==> src/rtl/usb_node_pwr_fsm.sv <==
module usb_node_pwr_fsm #(
  parameter int TICK_DIV = 48,
  parameter int SUSP_US  = 3000,
  parameter int WAKE_US  = 5000
) (
  input  logic       clk,
  input  logic       rst_n,
  input  logic       bus_active,
  input  logic       usb_rst_det,
  input  logic       resume_det,
  input  logic       fw_set_suspend,
  input  logic       fw_set_oper,
  input  logic       fw_set_reset,
  input  logic       fw_clr_flags,
  input  logic       local_wake,
  output logic [1:0] node_state,
  output logic       ep_disable,
  output logic       port_hold,
  output logic       suspend_flag,
  output logic       idle5_flag,
  output logic       usb_rst_flag,
  output logic       resume_flag
);
  localparam int PW = (TICK_DIV > 1) ? $clog2(TICK_DIV) : 1;
  localparam int UW = $clog2(WAKE_US + 1);
  localparam logic [1:0] ST_RST = 2'b00, ST_RES = 2'b01, ST_OPR = 2'b10, ST_SUS = 2'b11;

  logic [1:0]    st, st_nx;
  logic [PW-1:0] pre;
  logic [UW-1:0] idle_us;

  wire tick     = (pre == PW'(TICK_DIV - 1));
  wire susp_hit = (idle_us >= UW'(SUSP_US));
  wire wake_hit = (idle_us == UW'(WAKE_US));
  wire go_reset = usb_rst_flag && fw_set_reset;

  always_ff @(posedge clk or negedge rst_n) begin
    if (!rst_n) begin
      pre     <= '0;
      idle_us <= '0;
    end else if (bus_active) begin
      pre     <= '0;
      idle_us <= '0;
    end else begin
      pre <= tick ? '0 : pre + 1'b1;
      if (tick && !wake_hit) idle_us <= idle_us + 1'b1;
    end
  end

  always_ff @(posedge clk or negedge rst_n) begin
    if (!rst_n) begin
      suspend_flag <= 1'b0;
      idle5_flag   <= 1'b0;
      usb_rst_flag <= 1'b0;
      resume_flag  <= 1'b0;
    end else begin
      suspend_flag <= (suspend_flag & ~fw_clr_flags) | susp_hit;
      idle5_flag   <= (idle5_flag   & ~fw_clr_flags) | wake_hit;
      usb_rst_flag <= (usb_rst_flag & ~fw_clr_flags) | usb_rst_det;
      resume_flag  <= (resume_flag  & ~fw_clr_flags) | resume_det;
    end
  end

  always_comb begin
    st_nx = st;
    if (go_reset) st_nx = ST_RST;
    else begin
      case (st)
        ST_RST: if (fw_set_oper) st_nx = ST_OPR;
        ST_OPR: if (suspend_flag && fw_set_suspend) st_nx = ST_SUS;
        ST_SUS: if (resume_flag || (local_wake && idle5_flag)) st_nx = ST_RES;
        default: if (resume_flag && fw_set_oper) st_nx = ST_OPR;
      endcase
    end
  end

  always_ff @(posedge clk or negedge rst_n) begin
    if (!rst_n) st <= ST_RST;
    else        st <= st_nx;
  end

  assign node_state = st;
  assign ep_disable = (st == ST_RST);
  assign port_hold  = (st != ST_OPR);

  assert_susp_confirm_R2: assert property (@(posedge clk) disable iff (!rst_n)
    (node_state == ST_OPR && !(suspend_flag && fw_set_suspend)) |=> node_state != ST_SUS);

  assert_oper_confirm_R3: assert property (@(posedge clk) disable iff (!rst_n)
    (node_state == ST_RES && !(resume_flag && fw_set_oper)) |=> node_state != ST_OPR);

  assert_wake_gated_R4: assert property (@(posedge clk) disable iff (!rst_n)
    (node_state == ST_SUS && !idle5_flag && !resume_flag) |=> node_state != ST_RES);

  assert_reset_wins_R6: assert property (@(posedge clk) disable iff (!rst_n)
    (usb_rst_flag && fw_set_reset) |=> node_state == ST_RST);

  assert_flags_sticky_R10: assert property (@(posedge clk) disable iff (!rst_n)
    (!fw_clr_flags && suspend_flag && idle5_flag) |=> (suspend_flag && idle5_flag));

  assert_idle_order_R8: assert property (@(posedge clk) disable iff (!rst_n)
    $rose(idle5_flag) |-> (suspend_flag || $past(suspend_flag) || $past(fw_clr_flags)));
endmodule

==> config.mk <==
export PLATFORM = sky130hd
export DESIGN_NAME = usb_node_pwr_fsm
export DESIGN_NICKNAME = d
export VERILOG_FILES = /design/src/rtl/usb_node_pwr_fsm.sv
export SDC_FILE = /design/constraint.sdc
export NUM_CORES = 1
export LEC_CHECK = 0
export ABC_AREA = 1
export BUFFER_PORTS_ARGS = -buffer_cell sky130_fd_sc_hd__buf_2
export CAP_MARGIN = 30
export CORE_ASPECT_RATIO = 0.6
export CORE_MARGIN = 5
export CORE_UTILIZATION = 25
export DETAILED_ROUTE_END_ITERATION = 8
export SETUP_SLACK_MARGIN = 0.05
export SYNTH_ARGS = -nofsm -noshare
export SYNTH_HDL_FRONTEND = slang
export SYNTH_SLANG_ARGS = --single-unit
==> constraint.sdc <==
create_clock -name clk -period 1.6 [get_ports clk]
set_input_delay 0.24 -clock clk [delete_from_list [all_inputs] [get_ports clk]]
set_output_delay 0.24 -clock clk [all_outputs]
set_load 0.02 [all_outputs]
Word level (Yosys, flattened, before mapping)
Index checks and enable logic that the tools add are counted.
{"block": "totals", "output_inout_bits": 8, "elab_cells": 48, "mem_count": 0, "latchBits": 0, "register_bits": 25, "mem_bits_ro": 0, "in_bits": 10, "mem_bits_rw": 0}
{"block": "op_classes", "n_reduce_logical": 11, "shifts": 0, "add_sub_neg": 2, "n_bitwise": 9, "n_mux": 10, "eq_ne": 8, "div": 0, "magnitude_cmp": 1, "n_mul": 0}
{"cell": "$mux W13", "count": 2}
{"cell": "$add A13 B1 Y13 const B", "count": 1}
{"cell": "$eq A13 B13 Y1 const B", "count": 1}
{"cell": "$ge A13 B12 Y1 const B", "count": 1}
{"cell": "$mux W6", "count": 2}
{"cell": "$mux W2", "count": 5}
{"cell": "$add A6 B1 Y6 const B", "count": 1}
{"cell": "$eq A6 B6 Y1 const B", "count": 1}
{"cell": "$ne A3 B3 Y1 const B", "count": 2}
{"cell": "$pmux W2 S3", "count": 1}
{"cell": "$logic_and A1 B1 Y1", "count": 5}
{"cell": "$reduce_bool A5 Y1", "count": 1}
{"cell": "$and A1 B1 Y1", "count": 4}
{"cell": "$eq A2 B2 Y1 const B", "count": 2}
{"cell": "$or A1 B1 Y1", "count": 4}
{"cell": "$reduce_and A4 Y1", "count": 1}
{"cell": "$ne A3 B2 Y1 const B", "count": 1}
{"cell": "$logic_not A2 Y1", "count": 1}
{"cell": "$ne A2 B2 Y1 const B", "count": 1}
{"cell": "$reduce_bool A2 Y1", "count": 1}
{"cell": "$logic_not A1 Y1", "count": 1}
{"cell": "$logic_or A1 B1 Y1", "count": 1}
{"cell": "$not A1 Y1", "count": 1}

Longest topological paths before layout
{"block": "logic_depth", "depth_word": 5, "ltp_mapped": 9, "ltp_nobuf": 9}

Worst setup path after synthesis
Ideal clock, no wire load.
{"block": "synth_timing", "kind": "flip-flop to flip-flop", "startpoint": "register st[1], in the netlist node_state[1]", "endpoint": "register st[0], in the netlist node_state[0]", "required_time_ps": 1524, "slack_ps": 241, "path_stages_with_launch": 8, "t_arrival_ps": 1282, "setup_time_ps": 76, "path_cell_list": "dfrtp_1 -> nor2_1 -> nand2_1 -> nand3_1 -> nand2_1 -> nand2_1 -> nand2_1 -> o21ai_1"}
{"block": "synth_between", "elab_chain_len": 3, "word_cells_on_any_way": 10}
{"element": "start: declaration", "line_no": "28", "rtl": "logic [1:0] st, st_nx;"}
{"element": "start signal: assignment", "line_no": "79", "rtl": "else st <= st_nx;"}
{"element": "$logic_not A2 Y1 *"}
{"element": "net ep_disable", "line_no": "17", "rtl": "output logic ep_disable,"}
{"element": "$ne A3 B2 Y1 (no source line), or another cell as far along"}
{"element": "$reduce_and A4 Y1 (no source line) or $mux W2 (tied branches)"}
Mark *: on every way through the listed nets, which the timed path passes. The rest lies on a longest branch.
A chain may end at the register's enable or synchronous reset.

Final worst setup path
{"block": "layout_timing", "startpoint": "register idle_us[0]", "endpoint": "register idle_us[8]"}
{"block": "layout_between", "elab_chain_len": 4, "word_cells_on_any_way": 7}
{"element": "start: declaration", "line_no": "30", "rtl": "logic [UW-1:0] idle_us;"}
{"element": "start signal: assignment", "line_no": "46", "rtl": "if (tick && !wake_hit) idle_us <= idle_us + 1'b1;"}
{"element": "branches (longest 4 deep; another with $add A13 B1 Y13)"}
Parallel ways; which one is timed is not known. The select of a mux whose other input is x is not followed.

==> impl_metrics.tcl <==
set metrics [dict create \
    intPower_w 0.000955 \
    synth_top_cell_by_area "dfrtp_1" \
    synth_nets 227 \
    relSlewSlack_pct 63.5 \
    io_pins 18 \
    die_height_um 70.3 \
    synth_area_per_cell_um2 7.09 \
    grt_pass1_vias 1309 \
    finalSetupTns_ns 0 \
    die_area_mm2 0.00777 \
    final_nets 268 \
    dr.pass1.iters 4 \
    wl_per_cell_um 12.0 \
    routed_wl_mm 4.06 \
    drc_errors 0 \
    fin_skew_ns 0.00341 \
    clkTransAtPathRegs_ns 0.09 \
    ys_seq_area_share_pct 41.3 \
    ff_latch_area_um2 628 \
    ant_nets 0 \
    critPathRequiredTime_ns 1.82 \
    syn2layout_area_growth_pct 34.4 \
    worstSkewPairLatency_ns 0.27 \
    num_vias 1526 \
    crit_arrival_ns 1.70 \
    ys_types 23 \
    overflow 0 \
    grt_pass1_wl_mm 6.56 \
    worstSetupEndpointType "register" \
    ys_top_cells_by_area "dfrtp_1 (41%), nand2_1 (17%), nand3_1 (9.2%)" \
    cts_sinks 25 \
    synth-simple-area-share_pct 41.3 \
    yosys-mux-area-fraction_pct 0 \
    synth_compound_area_share_pct 3.47 \
    setup_violations 0 \
    place.gp.congestion 0.888 \
    initial_utilization_pct 25.3 \
    netlist_area_mm2 0.00152 \
    antenna_found_initial 0 \
    viasPerCell 4.51 \
    p_clk_share_pct 27.0 \
    final-max-slew-violation-count 0 \
    path_max_fanout 7 \
    ys_warn_count 0 \
    p_leak_nw 0.950 \
    insertedDiodeCount 0 \
    whs_ns 0.158 \
    design.core.area_mm2 0.00600 \
    grt_use_total_pct 10.3 \
    hpwl_mm 2.86 \
    power_density_mw_per_mm2 701 \
    crit_type "register to register" \
    final-hold-violation-count 0 \
    finalCriticalPeriod_ns 1.48 \
    multi_input_area_um2 907 \
    hold_path.class "input pin to register" \
    clockRootBuffer "clkbuf_8" \
    outcome "finished clean" \
    tritoncts "built" \
    fmax_ghz 0.674 \
    maxCapViolations 0 \
    grt_setup_unrepaired "no" \
    rows 22 \
    synth_top_area_share_pct 41.3 \
    die_w_um 111 \
    synth_xor_area_share_pct 3.47 \
    fin_crit_sh_pct 92.8 \
    swShare_pct 33.2 \
    synth_fa_ha_area_share_pct 2.48 \
    grt_max_degree 26 \
    drt_iter0_drc 111 \
    cts_buffer_depth 2 \
    critPathLaunchType "register" \
    nFillCells 670 \
    htreeDepth 1 \
    io_buffers 17 \
    p_switching_w 0.000475 \
    ir_worst_vdd_mv 0.507 \
    ys_ff_latch 25 \
    p_seq_share_pct 50.4 \
    pwr-share-comb_pct 22.6 \
    final_layout_size_suffix_gt1_share_pct 28.7 \
    cts_buffers 3 \
    synth_top_family_by_area "simple AND/OR/NAND/NOR gates" \
    synth_cells 214 \
    worst_pin_slew_ns 0.548 \
]
[per-stage QoR]
stage / power [W] / instance area [um2] / setup WS (ns) / util [%] / instances
floorplan: 0.000920 / 1520 / 0.241 / - / 214
global placement: 0.00104 / 1750 / 0.0377 / 29.2 / 322
detailed placement: 0.00104 / 1750 / 0.0323 / 29.2 / 322
CTS: 0.00143 / 1870 / 0.0543 / 31.2 / 333
global route: 0.00154 / 2040 / 0.0236 / 34.0 / 338
finish: 0.00143 / 2040 / 0.115 / 34.0 / 338
[kinds of logic after synthesis]
group | count (synthesis)
AO/OA/AOI/OAI | 9
XOR/XNOR | 6
adder cells (fa/ha/maj) | 3
buffers and inverters | 28
flip-flops | 25
AND/OR/NAND/NOR | 143
[critical path, stage by stage, from the launching register on]
cell	delay, ns
dfrtp_1	0.42
inv_2	0.11
ha_4	0.15
nand2_4	0.05
nor2_4	0.13
nand3_4	0.13
nand2_8	0.16
buf_6	0.12
nand3_1	0.05
nand2_1	0.09
[cell usage in the layout, fill, tap and decap left out, types with 3 or more instances in the layout]
master | synthesis | final
buf_2 | 1 | 17
buf_4 | 0 | 15
buf_6 | 0 | 4
clkbuf_8 | 0 | 3
dfrtp_1 | 25 | 23
inv_1 | 20 | 18
inv_2 | 3 | 4
nand2_1 | 70 | 62
nand2_2 | 0 | 7
nand2_8 | 0 | 3
nand3_1 | 28 | 25
nand4_1 | 6 | 6
nor2_1 | 31 | 27
nor2_2 | 3 | 5
o21ai_1 | 5 | 5
xor2_1 | 4 | 4
[per-layer routing]
layer	vias up	GRT usage, %	routed length [um]
li1	757	-	-
met1	716	16.6	2010
met2	49	13.3	1620
met3	4	2.94	404
met4	0	1.23	19
met5	-	0	0
[cell usage after synthesis]
| library cell | number |
|---|---|
| buf_2 | 1 |
| nand2_1 | 70 |
| buf_12 | 1 |
| dfrtp_1 | 25 |
| o21ai_1 | 5 |
| inv_1 | 20 |
| clkbuf_1 | 1 |
| nor2_1 | 31 |
| a21oi_1 | 1 |
| o211ai_1 | 1 |
| xnor2_1 | 2 |
| nor2_2 | 3 |
| xor2_1 | 4 |
| clkinv_1 | 2 |
| nor3b_1 | 1 |
| ha_1 | 3 |
| inv_2 | 3 |
| nor3_2 | 1 |
| nand3_1 | 28 |
| nand3_2 | 1 |
| nand2_4 | 2 |
| o21bai_1 | 2 |
| nand4_1 | 6 |
[sequential cells by signal (all words and copies together) (netlist names)]
register,count
idle_us,13
node_state,2
usb_rst_flag,1
pre,6
idle5_flag,1
suspend_flag,1
resume_flag,1
[power groups by stage]
stage          sequential (W)  clock (W)  combinational (W)
2_1_floorplan        0.000751          0           0.000169
3_3_place_gp         0.000728          0           0.000310
3_5_place_dp         0.000728          0           0.000314
4_1_cts              0.000718   0.000399           0.000314
5_1_grt              0.000734   0.000435           0.000371
6_report             0.000720   0.000386           0.000324
[area by class of cell]
type | count | share of cell area [%]
clock buffer | 3 | 2.03
timing repair buffer | 37 | 12.4
clock inverter | 1 | 0.368
inverter | 25 | 4.73
sequential | 25 | 30.8
multi-input combinational | 163 | 44.5
tap | 84 | 5.16
[final timing paths]
kind / start / end / slack, ns / cells past startpoint
max: idle_us[0] / idle_us[8] / 0.12 / 9
min in group asynchronous: rst_n / idle_us[7] / 0.50 / 2
min: usb_rst_det / usb_rst_flag / 0.16 / 2
min reg2reg: pre[0] / pre[0] / 0.46 / 1
max reg2reg: idle_us[0] / idle_us[8] / 0.12 / 9
max in group asynchronous: rst_n / idle_us[2] / 0.70 / 2
[what timing repair did]
action,in CTS,in global routing
hold endpoints to repair,25,0
pin swaps,2,15
hold buffers,1,0
buffers inserted,5,4
endpoints found under the setup margin,10,14
cloned,1,1
gates resized for setup,2,33
No activity file was read; power rests on OpenSTA's default activity.
